--- src/rtl/rtc_tick_pkg.sv ---
package rtc_tick_pkg;
  localparam int unsigned RATE_W   = 4;
  localparam int unsigned PER_W    = 15;
  localparam int unsigned FLG_IRQF = 7;
  localparam int unsigned FLG_PF   = 6;
  localparam int unsigned FLG_UF   = 4;

  typedef struct packed {
    logic hold;
    logic run;
  } div_mode_t;

  function automatic div_mode_t decode_div(input logic [2:0] ctl, input logic set_mode);
    div_mode_t m;
    m.hold = (ctl[2:1] == 2'b11);
    m.run  = !set_mode && (ctl <= 3'd2);
    return m;
  endfunction

  // terminal count (period - 1) for a nonzero rate code
  function automatic logic [PER_W-1:0] rate_to_last(input logic [RATE_W-1:0] code);
    logic [PER_W-1:0] one;
    one = PER_W'(1);
    case (code)
      4'd1:    return PER_W'(127);
      4'd2:    return PER_W'(63);
      default: return (one << (code - 4'd1)) - one;
    endcase
  endfunction
endpackage

--- src/rtl/rtc_sec_div.sv ---
module rtc_sec_div #(
  parameter int unsigned TICK_HZ   = 32768,
  parameter int unsigned UIP_TICKS = 8
) (
  input  logic clk_i,
  input  logic rst_ni,
  input  logic tb_tick_i,
  input  logic hold_i,
  input  logic run_i,
  output logic upd_evt_o,
  output logic uip_o
);
  localparam int unsigned PH_W = $clog2(TICK_HZ);
  localparam logic [PH_W-1:0] PH_LAST  = PH_W'(TICK_HZ - 1);
  localparam logic [PH_W-1:0] PH_HALF  = PH_W'(TICK_HZ / 2);
  localparam logic [PH_W-1:0] PH_UIP   = PH_W'(TICK_HZ - UIP_TICKS);

  logic [PH_W-1:0] phase_q;

  assign upd_evt_o = tb_tick_i && !hold_i && (phase_q == PH_LAST);
  assign uip_o     = run_i && (phase_q >= PH_UIP);

  always_ff @(posedge clk_i or negedge rst_ni) begin
    if (!rst_ni) begin
      phase_q <= '0;
    end else if (hold_i) begin
      phase_q <= PH_HALF;  // release lands half a second before update
    end else if (tb_tick_i) begin
      phase_q <= (phase_q == PH_LAST) ? '0 : phase_q + PH_W'(1);
    end
  end
endmodule

--- src/rtl/rtc_per_div.sv ---
module rtc_per_div
  import rtc_tick_pkg::*;
(
  input  logic              clk_i,
  input  logic              rst_ni,
  input  logic              tb_tick_i,
  input  logic              en_i,
  input  logic [RATE_W-1:0] rate_i,
  output logic              per_evt_o
);
  logic [RATE_W-1:0] rate_q;
  logic [PER_W-1:0]  cnt_q;
  logic [PER_W-1:0]  last;
  logic              rate_chg;

  assign last      = rate_to_last(rate_i);
  assign rate_chg  = (rate_i != rate_q);
  assign per_evt_o = en_i && !rate_chg && tb_tick_i && (cnt_q == last);

  always_ff @(posedge clk_i or negedge rst_ni) begin
    if (!rst_ni) begin
      rate_q <= '0;
      cnt_q  <= '0;
    end else begin
      rate_q <= rate_i;
      if (!en_i || rate_chg) begin
        cnt_q <= '0;
      end else if (tb_tick_i) begin
        cnt_q <= (cnt_q == last) ? '0 : cnt_q + PER_W'(1);
      end
    end
  end
endmodule

--- src/rtl/rtc_flag_unit.sv ---
module rtc_flag_unit
  import rtc_tick_pkg::*;
(
  input  logic       clk_i,
  input  logic       rst_ni,
  input  logic       upd_evt_i,
  input  logic       per_evt_i,
  input  logic       clr_i,
  input  logic       uie_i,
  input  logic       pie_i,
  output logic [7:0] flags_o,
  output logic       irq_o
);
  logic uf_q, pf_q, irqf;

  always_ff @(posedge clk_i or negedge rst_ni) begin
    if (!rst_ni) begin
      uf_q <= 1'b0;
      pf_q <= 1'b0;
    end else begin
      uf_q <= upd_evt_i | (uf_q & ~clr_i);
      pf_q <= per_evt_i | (pf_q & ~clr_i);
    end
  end

  assign irqf = (uf_q & uie_i) | (pf_q & pie_i);

  always_comb begin
    flags_o           = '0;
    flags_o[FLG_UF]   = uf_q;
    flags_o[FLG_PF]   = pf_q;
    flags_o[FLG_IRQF] = irqf;
  end

  assign irq_o = irqf;
endmodule

--- src/rtl/rtc_tick_core.sv ---
module rtc_tick_core
  import rtc_tick_pkg::*;
#(
  parameter int unsigned TICK_HZ   = 32768,
  parameter int unsigned UIP_TICKS = 8
) (
  input  logic              clk_i,
  input  logic              rst_ni,
  input  logic              tb_tick_i,
  input  logic [2:0]        div_ctl_i,
  input  logic [RATE_W-1:0] rate_i,
  input  logic              pie_i,
  input  logic              uie_i,
  input  logic              set_mode_i,
  input  logic              flag_clr_i,
  output logic              upd_tick_o,
  output logic              uip_o,
  output logic [7:0]        flags_o,
  output logic              irq_o
);
  div_mode_t mode;
  logic      upd_evt, per_evt, per_en, upd_tick_q;

  assign mode   = decode_div(div_ctl_i, set_mode_i);
  assign per_en = pie_i && (rate_i != '0) && !mode.hold;

  rtc_sec_div #(
    .TICK_HZ  (TICK_HZ),
    .UIP_TICKS(UIP_TICKS)
  ) u_sec (
    .clk_i    (clk_i),
    .rst_ni   (rst_ni),
    .tb_tick_i(tb_tick_i),
    .hold_i   (mode.hold),
    .run_i    (mode.run),
    .upd_evt_o(upd_evt),
    .uip_o    (uip_o)
  );

  rtc_per_div u_per (
    .clk_i    (clk_i),
    .rst_ni   (rst_ni),
    .tb_tick_i(tb_tick_i),
    .en_i     (per_en),
    .rate_i   (rate_i),
    .per_evt_o(per_evt)
  );

  rtc_flag_unit u_flg (
    .clk_i    (clk_i),
    .rst_ni   (rst_ni),
    .upd_evt_i(upd_evt),
    .per_evt_i(per_evt),
    .clr_i    (flag_clr_i),
    .uie_i    (uie_i),
    .pie_i    (pie_i),
    .flags_o  (flags_o),
    .irq_o    (irq_o)
  );

  always_ff @(posedge clk_i or negedge rst_ni) begin
    if (!rst_ni) upd_tick_q <= 1'b0;
    else         upd_tick_q <= upd_evt && mode.run;
  end

  assign upd_tick_o = upd_tick_q;
endmodule

--- config.mk ---
export PLATFORM = sky130hd
export DESIGN_NAME = rtc_tick_core
export DESIGN_NICKNAME = d
export VERILOG_FILES = /design/src/rtl/rtc_tick_pkg.sv /design/src/rtl/rtc_sec_div.sv /design/src/rtl/rtc_per_div.sv /design/src/rtl/rtc_flag_unit.sv /design/src/rtl/rtc_tick_core.sv
export SDC_FILE = /design/constraint.sdc
export NUM_CORES = 1
export LEC_CHECK = 0
export BUFFER_PORTS_ARGS = -buffer_cell sky130_fd_sc_hd__buf_2
export CAP_MARGIN = 20
export CORE_MARGIN = 1.5
export CORE_UTILIZATION = 54
export DETAILED_ROUTE_END_ITERATION = 8
export PLACE_DENSITY = 0.83
export SLEW_MARGIN = 0
export SYNTH_ARGS = -nofsm -noshare
export SYNTH_HDL_FRONTEND = slang
export SYNTH_SLANG_ARGS = --single-unit
--- constraint.sdc ---
create_clock -name clk_i -period 2.9 [get_ports clk_i]
set_input_delay 0.29 -clock clk_i [delete_from_list [all_inputs] [get_ports clk_i]]
set_output_delay 0.29 -clock clk_i [all_outputs]
set_load 0.005 [all_outputs]
Word level (Yosys, flattened, before mapping)
Index checks and enable logic that the tools add are counted.

storage, ports and cells
  flip-flop bits (word level) = 37
  word-level logic and storage cells = 52

operators by class
  $add $sub $neg = 4
  $lt $le $gt $ge = 2
  equal/unequal tests = 6
  shifts and indexed selects = 1
  multiplexer cells = 7
  bitwise gates (word level) = 8
  reductions and logical operators = 18

operators by type and width
  cell                     count
  $mux W15                 6
  $add A15 B1 Y15 const B  2
  $pmux W15 S2             1
  $eq A15 B15 Y1           1
  $eq A15 B15 Y1 const B   1
  $ge A15 B15 Y1 const B   1
  $shl A1 B4 Y15 const A   1
  $sub A15 B1 Y15 const B  1
  $logic_and A1 B1 Y1      10
  $and A1 B1 Y1            4
  $eq A4 B1 Y1 const B     1
  $eq A4 B2 Y1 const B     1
  $logic_not A1 Y1         4
  $ne A4 B4 Y1             1
  $reduce_bool A2 Y1       2
  $reduce_bool A4 Y1       1
  $sub A4 B1 Y4 const B    1
  $le A3 B2 Y1 const B     1
  $or A1 B1 Y1             3
  $eq A2 B2 Y1 const B     1
  $logic_or A1 B1 Y1       1
  $not A1 Y1               1

Longest topological paths before layout
Gate-level depths: netlist (run 1).

  depth in word-level cells = 8
  gate-level depth with buffers = 15
  mapped depth without buffers = 11

Modules after synthesis
From an unflattened synthesis (run 1), not the netlist that was laid out.

unflattened totals
  cell total of the unflattened synthesis = 365
  area, all modules = 3170.5 um2

modules (own cells, without submodules)
  module         times used  cells each  area each (um2)
  rtc_per_div    1           247         2069.5
  rtc_sec_div    1           97          893.4
  rtc_flag_unit  1           15          141.4
  rtc_tick_core  1           6           66.3

Worst setup path after synthesis (run 1)
No wires, ideal clock.

  kind = input port to flip-flop
  start = in rate_i[0]
  end = reg u_per.cnt_q[13]
  library setup time = 0.121 ns
  data arrival time = 3.168 ns
  required time = 2.779 ns
  setup slack = -0.389 ns
  stages = 14
  cell sequence = buf_2 -> buf_2 -> nor3b_1 -> nand2_1 -> ha_1 -> clkbuf_1 -> nor2b_1 -> o2bb2ai_1 -> xor2_1 -> or4_1 -> nor4_1 -> nand4bb_1 -> a31o_2 -> a22o_1

on the way
  cells in the longest elaborated chain, start to end = 8
  elaborated cells on any way between the ends = 17
  classes of those cells = 2 x add/sub; 4 x eq/ne; 1 x shift; 4 x mux; 6 x reduce/logical

ends and longest elaborated chain
  what                  line                 RTL
  start, declared       rtc_tick_core.sv:11  input logic [RATE_W-1:0] rate_i,
  $sub A4 B1 Y4         rtc_tick_pkg.sv:27   default: return (one << (code - 4'd1)) - one;
  $shl A1 B4 Y15        rtc_tick_pkg.sv:27
  $sub A15 B1 Y15       rtc_tick_pkg.sv:27
  $pmux W15 S2          rtc_tick_pkg.sv:24   case (code)
  $eq A15 B15 Y1        rtc_per_div.sv:29    cnt_q <= (cnt_q == last) ? '0 : cnt_q + PER_W'(1);
  $mux W15              rtc_per_div.sv:29
  $mux W15              rtc_per_div.sv:28    end else if (tb_tick_i) begin
  $mux W15              rtc_per_div.sv:26    if (!en_i || rate_chg) begin
  end signal, assigned  rtc_per_div.sv:29
  end, declared         rtc_per_div.sv:12    logic [PER_W-1:0] cnt_q;

Several ways; a longest one is shown, not always the timed one. The select of a mux whose other input is x is not followed.
A chain may end at the register's enable or synchronous reset.

Worst setup path in the final report (run 1)
  start = reg u_per.cnt_q[3]
  end = reg u_per.cnt_q[9]

on the way
  cells in the longest elaborated chain, start to end = 4
  elaborated cells on any way between the ends = 5
  classes of those cells = 1 x add/sub; 1 x eq/ne; 3 x mux

ends and longest elaborated chain
  what                                               line
  $add A15 B1 Y15 or $eq A15 B15 Y1 (tied branches)  rtc_per_div.sv:29
  $mux W15 *                                         rtc_per_div.sv:29
  $mux W15 *                                         rtc_per_div.sv:28
  $mux W15 *                                         rtc_per_div.sv:26

Mark *: on every way between the ends. The rest lies on a longest branch, timed or not. The select of a mux whose other input is x is not followed.

==> results of run 1 <==
cell families after synthesis:
| family | after synthesis | share of synthesized area, % |
|---|---|---|
| flops | 37 | 35.0 |
| compound gates | 96 | 24.6 |
| other cells | 1 | 0.142 |
| mux | 1 | 0.379 |
| buf+inv | 41 | 8.33 |
| simple gates | 121 | 24.4 |
| fa+ha+maj | 4 | 1.89 |
| xor+xnor | 16 | 5.30 |
where the power goes:
group | switching [uW] | internal, uW
clock | 200 | 346
combinational | 95.9 | 62.7
sequential | 9.51 | 525
total | 305 | 935
per-stage QoR:
stage          hold WS, ns  utilization [%]  instance area [um^2]  setup TNS, ns  total power, uW
3_3_place_gp         0.436             59.6                  2820              0              696
6_report            0.0866             62.5                  2950              0             1240
2_1_floorplan     -0.00559                -                  2730         -0.121              661
4_1_cts              0.115             62.5                  2950              0             1240
5_1_grt              0.150             62.5                  2950              0             1290
3_5_place_dp         0.434             59.6                  2820      -0.000262              703
registers in the layout, summed over array words and instances, names as in the netlist:
register and cells:
u_per.cnt_q 15, u_sec.phase_q 15, u_per.rate_q 4, u_flg.pf_q 1
u_flg.uf_q 1, upd_tick_o 1
synth_stat cells, types with 2 or more instances:
library cell	count
ha_1	4
o21ai_1	6
o41ai_1	2
a22o_1	10
clkbuf_1	9
o21ai_0	25
buf_4	12
dfrtp_1	37
a211oi_1	2
nor2_1	21
inv_1	11
or4_4	2
and3_1	7
a2bb2oi_1	3
buf_2	5
nand2_1	27
or4_1	7
o2bb2ai_1	2
nor3b_1	3
a31oi_1	7
xor2_1	8
o311a_1	2
nor2b_1	6
o21ai_2	2
buf_6	2
nor3_1	9
a21o_1	2
a21oi_1	11
o211ai_1	4
nand4_1	7
nor4_1	3
xnor2_1	8
o31ai_1	4
and3b_1	2
nand3_1	19
o22ai_1	2
worst paths after layout:
path | startpoint | slack, ns | end
setup / recovery | u_per.cnt_q[3] | 0.25 | u_per.cnt_q[9]
hold / removal | rst_ni | 0.09 | u_per.cnt_q[7]
setup reg to reg | u_per.cnt_q[3] | 0.25 | u_per.cnt_q[9]
hold reg to reg | u_sec.phase_q[7] | 0.48 | u_sec.phase_q[7]
max in group asynchronous | rst_ni | 2.30 | u_sec.phase_q[7]
min in group clk_i | flag_clr_i | 0.20 | u_flg.uf_q
cell type report:
| cell class | instances | area (um^2) | area share, % |
|---|---|---|---|
| timing repair buffer | 34 | 208 | 7.03 |
| tap | 67 | 83.8 | 2.84 |
| clock buffer | 5 | 68.8 | 2.33 |
| sequential | 37 | 926 | 31.3 |
| inverter | 13 | 48.8 | 1.65 |
| multi-input combinational | 243 | 1550 | 52.5 |
| clock inverter | 3 | 68.8 | 2.33 |
routing by layer:
metal	vias to the layer above	global-route usage [%]	part of all wire, %
li1	1193	-	-
met1	1223	36.1	46
met2	105	39.0	46
met3	14	4.28	6.3
met4	0	7.97	1.5
met5	-	0	0
==> metrics.yaml, run 1 <==
global_route:
  track_usage_pct: 25.2
  grt_remaining_overflow: 0
  grt_pass1_vias: 2285
  grt_max_degree: 38
  grt_pass1_wl_mm: 10.5
  antenna_found_initial: 0
critical_path:
  cp_cell_sequence: "nor3b_1 > a21oi_1 > a22o_1 > o311a_1 > or4_4 > o21ai_2 > buf_4 > nor4_1 > a211o_1"
  start_kind: "register"
  worstPathRequired_ns: 3.07
  cp_num_buf_inv: 1
  cp_max_fo: 8
  cp_data_arrival_time_ns: 2.82
  crit_cells: 9
  max_stage_delay_ns: 0.55
  critPathTopFamily: "compound AO/OA/AOI/OAI gates"
  criticalPathCategory: "register to register"
  crit_path_end_kind: "register"
  crit_slowest_cell: "or4_4"
  r2r_cells: 9
logic_synthesis:
  synthCells: 317
  synth_top_cell_by_area: "dfrtp_1"
  synth-main-ff-cell: "dfrtp_1"
  synth.yosys.seq_area_share_pct: 35.0
  synth_area_leaders: "dfrtp_1 35%, o21ai_0 4.7%, nand2_1 3.8%"
  ys.warnings.count: 0
  syn_area_per_cell_um2: 8.34
  synthDistinctLibCells: 60
  async_flop_share_pct: 100
  syn-cell-area_um2: 2640
  synth_edf_count: 0
  ys_ff_latch: 37
  synth_top_cell_area_share_pct: 35.0
floorplanning:
  ioPinCount: 25
  num_rows: 25
  die-area_um2: 5320
  die_height_um: 73.0
  die_w_um: 73.0
  start_util_pct: 56.0
  core_um2: 4720
placed_design:
  placedCellCount: 394
  portBuffers: 19
  dp_hpwl_mm: 4.63
  gp_congestion: 0.893
  place_ws_ns: -0.000262
cts:
  holdBufCountCts: 0
  htreeDepth: 2
  cts_tree: "done"
  path_clk_slew_ns: 0.08
  clockBufferDepth: 2
  numClockSinks: 37
  clock_latency_ns: 0.29
  cts_root_buf: "clkbuf_8"
  cts_buffers: 5
  cts-resized-gates: 0
  cts_setup_buffers: 0
sta:
  rsz0062_at_grt: "false"
  finalMaxSlewViolations: 0
  max_freq_mhz: 377
  relSlewSlack_pct: 41.6
  hold_viol_final: 0
  min_period_ns: 2.65
  finalSetupViolations: 0
  setup_slack_ns: 0.250
  fin_crit_sh_pct: 91.4
  worst_pin_slew_ns: 0.875
  finClkSkew_ns: 0.00518
status:
  outcome: "finished clean"
drt:
  drc: 0
  first_iter_violations: 248
  drt-total-wl_mm: 6.33
  avgRoutedWirePerCell_um: 15.7
  final_antenna_net_count: 0
  via_count: 2535
  dr.pass1.iters: 5
  via_per_inst: 6.31
pwr:
  power_density_nw_per_um2: 420
  irDropWorstVdd_mv: 0.225
  p_leak_uw: 0.00123
worst_hold_path:
  hp-class: "primary input to asynchronous set/reset pin"
layout:
  instances_no_fill: 402
  insertedDiodeCount: 0
  mostFrequentLayoutCells: "37 x dfrtp_1, 26 x nand2_1, 24 x o21ai_0"
  area_growth_pct: 11.7
  drive_gt1_share_pct: 16.1
  nFillCells: 389
  layout.nets: 352
  final_common_cell: "dfrtp_1"
flow_run:
  max_cap_violations: 0
Power figures use the tool's default switching activity.
==> run 2, diff against run 1 <==
--- a/config.mk
+++ b/config.mk
@@ -10,6 +10,7 @@
 export CORE_MARGIN = 1.5
 export CORE_UTILIZATION = 54
 export DETAILED_ROUTE_END_ITERATION = 8
+export MAX_ROUTING_LAYER = met4
 export PLACE_DENSITY = 0.83
 export SLEW_MARGIN = 0
 export SYNTH_ARGS = -nofsm -noshare
==> run 2 against run 1 <==
Hold slack gained 0.0091 ns. Combinational power is essentially flat. Largest power group unchanged. Core utilization is the same.
==> metrics.yaml, run 2 (same netlist as run 1, synthesis figures left out) <==
critical_path:
  worstPathRequired_ns: 3.07
  cp_data_arrival_time_ns: 2.82
  criticalPathCategory: "register to register"
  cp_max_fo: 8
  crit_path_end_kind: "register"
  r2r_cells: 9
  start_kind: "register"
cts:
  path_clk_slew_ns: 0.08
  holdBufCountCts: 0
  clockBufferDepth: 2
  clock_latency_ns: 0.29
  cts_setup_buffers: 0
  cts_root_buf: "clkbuf_8"
  numClockSinks: 37
  cts_buffers: 5
  htreeDepth: 2
  cts_tree: "done"
  cts-resized-gates: 0
sta:
  min_period_ns: 2.65
  worst_pin_slew_ns: 0.853
  finClkSkew_ns: 0.00782
  hold_viol_final: 0
  rsz0062_at_grt: "false"
  max_freq_mhz: 378
  fin_crit_sh_pct: 91.2
  finalMaxSlewViolations: 0
  relSlewSlack_pct: 43.1
  finalSetupViolations: 0
drt:
  via_per_inst: 6.25
  first_iter_violations: 271
  drc: 0
  wl_met1_mm: 2.95
  top_layer_used: "met4"
  dr.pass1.iters: 5
  drt-total-wl_mm: 6.29
  avgRoutedWirePerCell_um: 15.7
  via_count: 2513
  final_antenna_net_count: 0
  dr_wl_met2_mm: 2.95
  dr_wl_met3_um: 338
floorplanning:
  ioPinCount: 25
  start_util_pct: 56.0
  die_height_um: 73.0
  die_w_um: 73.0
  num_rows: 25
  core_um2: 4720
  die-area_um2: 5320
pwr:
  irDropWorstVdd_mv: 0.228
  fin_total_pwr_uw: 1240
  p_leak_uw: 0.00123
  power_density_nw_per_um2: 419
layout:
  reg_top3: "u_per.cnt_q: 15 flops, u_sec.phase_q: 15 flops, u_per.rate_q: 4 flops"
  insertedDiodeCount: 0
  layout.nets: 352
  mostFrequentLayoutCells: "37 x dfrtp_1, 26 x nand2_1, 24 x o21ai_0"
  area_growth_pct: 11.7
  final_cell_area_um2: 2950
  drive_gt1_share_pct: 16.1
  final_common_cell: "dfrtp_1"
  instances_no_fill: 402
global_route:
  grt_max_degree: 38
  grt_pass1_vias: 2273
  track_usage_pct: 26.0
  grt_pass1_wl_mm: 10.5
  antenna_found_initial: 0
  grt_remaining_overflow: 0
worst_hold_path:
  hp-class: "primary input to asynchronous set/reset pin"
placed_design:
  dp_hpwl_mm: 4.63
  placedCellCount: 394
  portBuffers: 19
  gp_congestion: 0.908
  place_area_um2: 2820
status:
  outcome: "finished clean"
flow_run:
  max_cap_violations: 0
-- run 2: worst paths after layout --
kind,startpoint,endpoint,slack [ns]
min reg2reg,u_sec.phase_q[7],u_sec.phase_q[7],0.48
max reg2reg,u_per.cnt_q[3],u_per.cnt_q[9],0.25
min,rst_ni,u_per.cnt_q[7],0.1
min in group clk_i,flag_clr_i,u_flg.uf_q,0.20
max,u_per.cnt_q[3],u_per.cnt_q[9],0.25
max in group asynchronous,rst_ni,u_sec.phase_q[4],2.28
-- run 2: stage by stage --
step / setup TNS [ns] / hold WS, ns / worst slack, ns / utilization [%]
finish: 0 / 0.0957 / 0.254 / 62.5
detailed placement: -0.000262 / 0.434 / -0.000262 / 59.6
floorplan: -0.121 / -0.00559 / -0.121 / -
global route: 0 / 0.150 / 0.0320 / 62.5
CTS: 0 / 0.115 / 0.257 / 62.5
global placement: 0 / 0.436 / 0.0935 / 59.6
-- run 2: worst max-delay path: stages (launching register included) --
cell and delay [ns]:
dfrtp_1 0.48, nor3b_1 0.22, a21oi_1 0.06, a22o_1 0.24, o311a_1 0.32, or4_4 0.55
o21ai_2 0.16, buf_4 0.16, nor4_1 0.05, a211o_1 0.28
-- run 2: layout make-up --
type	count	area (um^2)
sequential	37	926
clock buffer	5	68.8
multi-input combinational	243	1550
timing repair buffer	34	208
clock inverter	3	68.8
fill	389	1770
tap	67	83.8
inverter	13	48.8
-- run 2: report_power, final --
| part | switching [uW] | total (uW) | internal [uW] | leakage (uW) |
|---|---|---|---|---|
| Clock | 199 | 545 | 346 | 0.0000687 |
| Combinational | 96.0 | 159 | 62.7 | 0.000666 |
| Sequential | 9.48 | 535 | 525 | 0.000500 |
| Total | 304 | 1240 | 935 | 0.00123 |
-- run 2: layer usage --
| metal | track usage (%) | vias to the layer above |
|---|---|---|
| li1 | - | 1197 |
| met1 | 36.3 | 1209 |
| met2 | 38.9 | 99 |
| met3 | 4.28 | 8 |
| met4 | 7.97 | 0 |
| met5 | - | - |
